[config.mk]
export PLATFORM = sky130hd
export DESIGN_NAME = txen_burst_gen
export DESIGN_NICKNAME = d
export VERILOG_FILES = /design/src/rtl/txen_burst_gen.sv
export SDC_FILE = /design/constraint.sdc
export NUM_CORES = 1
export LEC_CHECK = 0
export BUFFER_PORTS_ARGS = -buffer_cell sky130_fd_sc_hd__buf_4
export CORE_MARGIN = 3
export CORE_UTILIZATION = 55
export CTS_CLUSTER_DIAMETER = 200
export DETAILED_ROUTE_END_ITERATION = 8
export PLACE_DENSITY = 0.81
export SYNTH_ARGS = -nofsm -noshare
export SYNTH_HDL_FRONTEND = slang
export SYNTH_SLANG_ARGS = --single-unit
[constraint.sdc]
create_clock -name clk -period 8.8 [get_ports clk]
set_clock_uncertainty 0.15 [all_clocks]
set_input_delay 0.44 -clock clk [delete_from_list [all_inputs] [get_ports clk]]
set_output_delay 0.44 -clock clk [all_outputs]
set_load 0.1 [all_outputs]
[src/rtl/txen_burst_gen.sv]
module txen_burst_gen #(
  parameter int CW = 16,
  parameter int LW = 5,
  parameter int AW = 3
) (
  input  logic          clk,
  input  logic          rst_n,
  input  logic          cfg_we,
  input  logic [AW-1:0] cfg_addr,
  input  logic [CW-1:0] cfg_wdata,
  input  logic          update,
  input  logic          route_en,
  input  logic          sync_en,
  input  logic          fs_in,
  output logic          txen,
  output logic          fs_out
);

  localparam int MB = 2 * LW;

  logic [CW-1:0] s_lo [2];
  logic [CW-1:0] s_hi [2];
  logic [LW-1:0] s_len [2];
  logic [1:0]    s_mode;

  logic [CW-1:0] a_lo [2];
  logic [CW-1:0] a_hi [2];
  logic [LW-1:0] a_len [2];
  logic [1:0]    a_mode;

  logic          run, hi, ph, txq;
  logic [CW-1:0] cnt;
  logic [LW-1:0] rep;

  function automatic logic [CW-1:0] ld(input logic [CW-1:0] x);
    return (x == '0) ? '0 : x - 1'b1;
  endfunction

  logic nz0, nz1, seg_end, period_end, rep_done, nph, raw;

  assign nz0        = s_len[0] != '0;
  assign nz1        = s_len[1] != '0;
  assign seg_end    = cnt == '0;
  assign period_end = run && seg_end && !hi;
  assign rep_done   = LW'(rep + 1'b1) == a_len[ph];
  assign nph        = (rep_done && a_len[~ph] != '0) ? ~ph : ph;
  assign raw        = run & hi;

  always_ff @(posedge clk) begin
    if (!rst_n) begin
      for (int i = 0; i < 2; i++) begin
        s_lo[i] <= '0; s_hi[i] <= '0; s_len[i] <= '0;
        a_lo[i] <= '0; a_hi[i] <= '0; a_len[i] <= '0;
      end
      s_mode <= '0;
      a_mode <= '0;
      run <= 1'b0;
      hi  <= 1'b0;
      ph  <= 1'b0;
      cnt <= '0;
      rep <= '0;
      txq <= 1'b0;
    end else begin
      if (cfg_we) begin
        case (cfg_addr)
          AW'(0): s_lo[0] <= cfg_wdata;
          AW'(1): s_hi[0] <= cfg_wdata;
          AW'(2): s_lo[1] <= cfg_wdata;
          AW'(3): s_hi[1] <= cfg_wdata;
          AW'(7): begin
            s_mode   <= cfg_wdata[MB+1:MB];
            s_len[1] <= cfg_wdata[MB-1:LW];
            s_len[0] <= cfg_wdata[LW-1:0];
          end
          default: ;
        endcase
      end
      if (update) begin
        for (int i = 0; i < 2; i++) begin
          a_lo[i]  <= s_lo[i];
          a_hi[i]  <= s_hi[i];
          a_len[i] <= s_len[i];
        end
        a_mode <= s_mode;
        run <= nz0 | nz1;
        ph  <= ~nz0;
        hi  <= 1'b1;
        cnt <= ld(nz0 ? s_hi[0] : s_hi[1]);
        rep <= '0;
      end else if (run) begin
        if (!seg_end) begin
          cnt <= cnt - 1'b1;
        end else if (hi) begin
          hi  <= 1'b0;
          cnt <= ld(a_lo[ph]);
        end else begin
          hi  <= 1'b1;
          ph  <= nph;
          rep <= rep_done ? '0 : rep + 1'b1;
          cnt <= ld(a_hi[nph]);
        end
      end
      txq <= raw;
    end
  end

  assign txen   = sync_en ? txq : raw;
  assign fs_out = (route_en && a_mode[1]) ? (a_mode[0] ? txen : update) : fs_in;

endmodule


==> report_table.html <==
<table>
<tr><th>Metric</th><th>Value</th></tr>
<tr><th colspan="2">Status</th></tr>
<tr><td>Outcome</td><td>complete, no violations</td></tr>
<tr><th colspan="2">Synthesis</th></tr>
<tr><td>Warning count from the yosys run</td><td>0</td></tr>
<tr><td>Predominant post-synthesis flop cell</td><td>edfxtp_1</td></tr>
<tr><td>Number of synthesized register bits</td><td>178</td></tr>
<tr><td>Yosys cell types</td><td>73</td></tr>
<tr><td>Cell types with the highest counts after synthesis</td><td>edfxtp_1 (148), and3_1 (77), nor2_1 (66)</td></tr>
<tr><td>Share of the synthesized area in the top cell type</td><td>0.4579</td></tr>
<tr><td>Number of enable flip-flop cells after synthesis</td><td>148</td></tr>
<tr><td>Register area share after synthesis</td><td>0.5198</td></tr>
<tr><td>Syn_area_per_cell</td><td>10.63 µm²</td></tr>
<tr><td>Cell taking the most area after synthesis</td><td>edfxtp_1</td></tr>
<tr><td>Fraction of registers with async set or reset after synthesis</td><td>0</td></tr>
<tr><td>Number of standard cells after synthesis</td><td>913</td></tr>
<tr><td>Dominant cells by area after synthesis</td><td>edfxtp_1 (46%), dfxtp_1 (6.2%), and3_1 (5.0%)</td></tr>
<tr><td>Net Count, Synth</td><td>945</td></tr>
<tr><td>Count leader, synth</td><td>edfxtp_1</td></tr>
<tr><td>Netlist area before placement</td><td>9706 µm²</td></tr>
<tr><th colspan="2">Power</th></tr>
<tr><td>Net switching power</td><td>625.7 µW</td></tr>
<tr><td>Internal Dissipation</td><td>1507 µW</td></tr>
<tr><td>Pleak</td><td>0.003950 µW</td></tr>
<tr><td>Worst IR drop on VDD</td><td>0.1580 mV</td></tr>
<tr><td>Power share of the clock group</td><td>0.356</td></tr>
<tr><td>Power per cell area</td><td>200.1 nW/µm²</td></tr>
<tr><td>Sequential share of power</td><td>0.485</td></tr>
<tr><td>Combinational share of power</td><td>0.160</td></tr>
<tr><td>Sw Share</td><td>0.2933</td></tr>
<tr><th colspan="2">Clocking</th></tr>
<tr><td>Hold bufs inserted after CTS</td><td>0</td></tr>
<tr><td>Clock tree from TritonCTS</td><td>done</td></tr>
<tr><td>Number of buffers added by the clock tree synthesis step</td><td>17</td></tr>
<tr><td>CTS resizes</td><td>0</td></tr>
<tr><td>TritonCTS Sinks</td><td>178</td></tr>
<tr><td>Root Driver</td><td>clkbuf_16</td></tr>
<tr><td>Level count of the clock H-tree</td><td>4</td></tr>
<tr><td>Clk buf depth</td><td>2</td></tr>
<tr><td># Post-CTS Setup Buffers</td><td>0</td></tr>
<tr><td>Clock latency of the later-clocked register in the worst-skew pair</td><td>0.43 ns</td></tr>
<tr><td>Clock-pin transition on the worst setup and hold timing paths</td><td>0.07 ns</td></tr>
<tr><th colspan="2">Floorplanning</th></tr>
<tr><td>Standard cell core area</td><td>16940 µm²</td></tr>
<tr><td>Number of top-level design ports</td><td>28</td></tr>
<tr><td>Overall die width</td><td>138.8 µm</td></tr>
<tr><td>Row Count</td><td>47</td></tr>
<tr><td>Initial Util</td><td>0.5731</td></tr>
<tr><td>Height of the die</td><td>138.8 µm</td></tr>
<tr><td>Die outline area</td><td>19280 µm²</td></tr>
<tr><th colspan="2">STA</th></tr>
<tr><td>Final period utilization</td><td>0.6502</td></tr>
<tr><td>Setup repair after global routing missed its margin</td><td>false</td></tr>
<tr><td>Number of pins exceeding their max-slew limit in the final report</td><td>0</td></tr>
<tr><td>F_max</td><td>0.1748 GHz</td></tr>
<tr><td>Slew at the pin with the worst max-slew slack</td><td>1.124 ns</td></tr>
<tr><td>Number of endpoints with negative hold slack in the final report</td><td>0</td></tr>
<tr><td>Min Tclk post-route</td><td>5.722 ns</td></tr>
<tr><td>Number of setup violations in the final report</td><td>0</td></tr>
<tr><td>Setup TNS after final layout</td><td>0 ns</td></tr>
<tr><td>Slew Limit Headroom</td><td>0.2473</td></tr>
<tr><th colspan="2">GRT</th></tr>
<tr><td>Initial antenna violation count</td><td>0</td></tr>
<tr><td>Via count of the first global-routing pass</td><td>7052</td></tr>
<tr><td>Aggregate global-route resource usage</td><td>0.2703</td></tr>
<tr><td>First-pass GRT wire length</td><td>40770 µm</td></tr>
<tr><td>Largest net degree at the start of global routing</td><td>90</td></tr>
<tr><td>GRT Residual Overflow</td><td>0</td></tr>
<tr><th colspan="2">Cells and area</th></tr>
<tr><td>Final instance area</td><td>10660 µm²</td></tr>
<tr><td>Count of antenna diodes in the layout</td><td>0</td></tr>
<tr><td>Area growth from synthesis to final layout</td><td>9.824%</td></tr>
<tr><td>Layout cells sized above 1</td><td>0.1052</td></tr>
<tr><td>Net total in the final layout</td><td>951</td></tr>
<tr><td>Multi-input logic area</td><td>4399 µm²</td></tr>
<tr><td>Layout fillers</td><td>1325</td></tr>
<tr><td>Reg area</td><td>5046 µm²</td></tr>
<tr><th colspan="2">Critical path</th></tr>
<tr><td>Critical path class</td><td>reg2reg</td></tr>
<tr><td>Highest fanout seen on the critical path</td><td>41</td></tr>
<tr><td>Crit path DAT</td><td>5.90 ns</td></tr>
<tr><td>Critical Path Sink Type</td><td>flop</td></tr>
<tr><td>Worst Setup Start Kind</td><td>flop</td></tr>
<tr><td>Critical Path RT</td><td>8.98 ns</td></tr>
<tr><th colspan="2">Routing</th></tr>
<tr><td>DR DRC count</td><td>0</td></tr>
<tr><td>Total number of vias</td><td>7518</td></tr>
<tr><td>Via density per instance</td><td>6.526</td></tr>
<tr><td>Post-route ant nets</td><td>0</td></tr>
<tr><td>Routed wire length</td><td>26070 µm</td></tr>
<tr><td>Average wire per cell in the routed design</td><td>22.63 µm</td></tr>
<tr><td>Number of search-and-repair iterations in the first detailed-routing pass</td><td>5</td></tr>
<tr><td>Initial drt markers</td><td>843</td></tr>
<tr><th colspan="2">Placement</th></tr>
<tr><td>Final GP Congestion</td><td>0.9670</td></tr>
<tr><td>Post-detailed-placement cell area</td><td>10070 µm²</td></tr>
<tr><td>Detailed-placement wirelength estimate</td><td>18690 µm</td></tr>
<tr><td>Count of buffers from port buffering</td><td>27</td></tr>
<tr><th colspan="2">Hold path</th></tr>
<tr><td>Hold/Removal Path Class</td><td>in2reg</td></tr>
<tr><th colspan="2">Run</th></tr>
<tr><td>MaxCap Viol Count</td><td>0</td></tr>
</table>
sequential cells by signal, summed over array words and instances, names as in the netlist, named ones only:
name    flops
hi          1
run         1
a_mode      2
txq         1
a_hi       32
s_mode      2
ph          1
cnt        16
a_len      10
rep         5
a_lo       32
s_len      10
s_hi       32
s_lo       32
critical path, cell delays in order, from the launching register on:
cell and delay [ns]:
dfxtp_2 0.96, mux2i_1 0.37, xnor3_1 0.39, or3_4 0.43, o21ai_4 0.25, nand2_1 0.38, mux2i_1 0.26, ha_1 0.31
nor2b_1 0.19, o32ai_1 0.26, nand3_1 0.17, o311a_1 0.21, a31oi_1 0.80, inv_1 0.13, o311ai_0 0.34
area by class of cell:
type,count,share of cell area
timing repair buffer,39,0.02747
multi-input combinational,668,0.4127
clock buffer,17,0.03991
tap,220,0.02582
sequential,178,0.4734
inverter,15,0.005282
clock inverter,15,0.01538
power groups by stage:
stage | Sequential (µW) | Combinational, µW | Clock, µW
final | 1030 | 340 | 758
after global routing | 1040 | 368 | 797
after CTS | 1030 | 334 | 758
after detailed placement | 1050 | 331 | 0
after global placement | 1050 | 329 | 0
after floorplan | 1020 | 246 | 0
per-layer routing:
layer / share of wire / global-route usage / vias up
li1: - / - / 3475
met1: 0.42 / 0.3819 / 3611
met2: 0.46 / 0.4298 / 378
met3: 0.094 / 0.04966 / 54
met4: 0.022 / 0.08136 / 0
met5: 0 / 0 / -
cells in the final DEF, fill, tap and decap left out, types with 7 or more instances in the layout:
cell type  instances
or4_1             11
nand2_1           51
and2_1            46
xor2_1            25
o211ai_1          11
a21oi_1           40
edfxtp_1         148
o22ai_1            7
o21ai_0           41
mux2i_1           45
buf_4             39
a31oi_1            7
dfxtp_1           29
nor3_1            43
clkbuf_16         17
nand3_1           14
nor4_1            15
o32ai_1           11
xnor2_1           37
nor3b_1            8
inv_1             14
a211oi_1          10
nor2_1            66
and3_1            77
logic make-up after synthesis:
kind of cell / share of synthesized area
buffers and inverters: 0.02797
AO/OA/AOI/OAI: 0.1249
AND/OR/NAND/NOR: 0.2101
adder cells (fa/ha/maj): 0.007735
XOR/XNOR: 0.06072
flip-flops: 0.5198
multiplexers: 0.04873
path summary, 6_finish.rpt:
check	from	to	slack [ns]	cells past startpoint
min reg2reg	rep[4]$_SDFFE_PP0P_	rep[4]$_SDFFE_PP0P_	0.34	2
max	flop	cnt[1]$_SDFFE_PN0N_	3.08	14
max reg2reg	flop	cnt[1]$_SDFFE_PN0N_	3.08	14
min	cfg_wdata[10]	s_mode[0]$_SDFFE_PN0P_	0.13	3
metrics by stage:
stage                     std cells  hold WS (ns)    util  setup slack [ns]  total power (µW)
after floorplan                 913        0.3080       -             3.181              1269
after global placement         1120        0.3197  0.5946             3.500              1376
after detailed placement       1120        0.3293  0.5946             3.152              1380
after CTS                      1152        0.1332  0.6294             3.155              2123
after global routing           1152        0.1471  0.6294             2.696              2204
final                          1152        0.1335  0.6294             3.079              2133
Power figures use the tool's default switching activity.
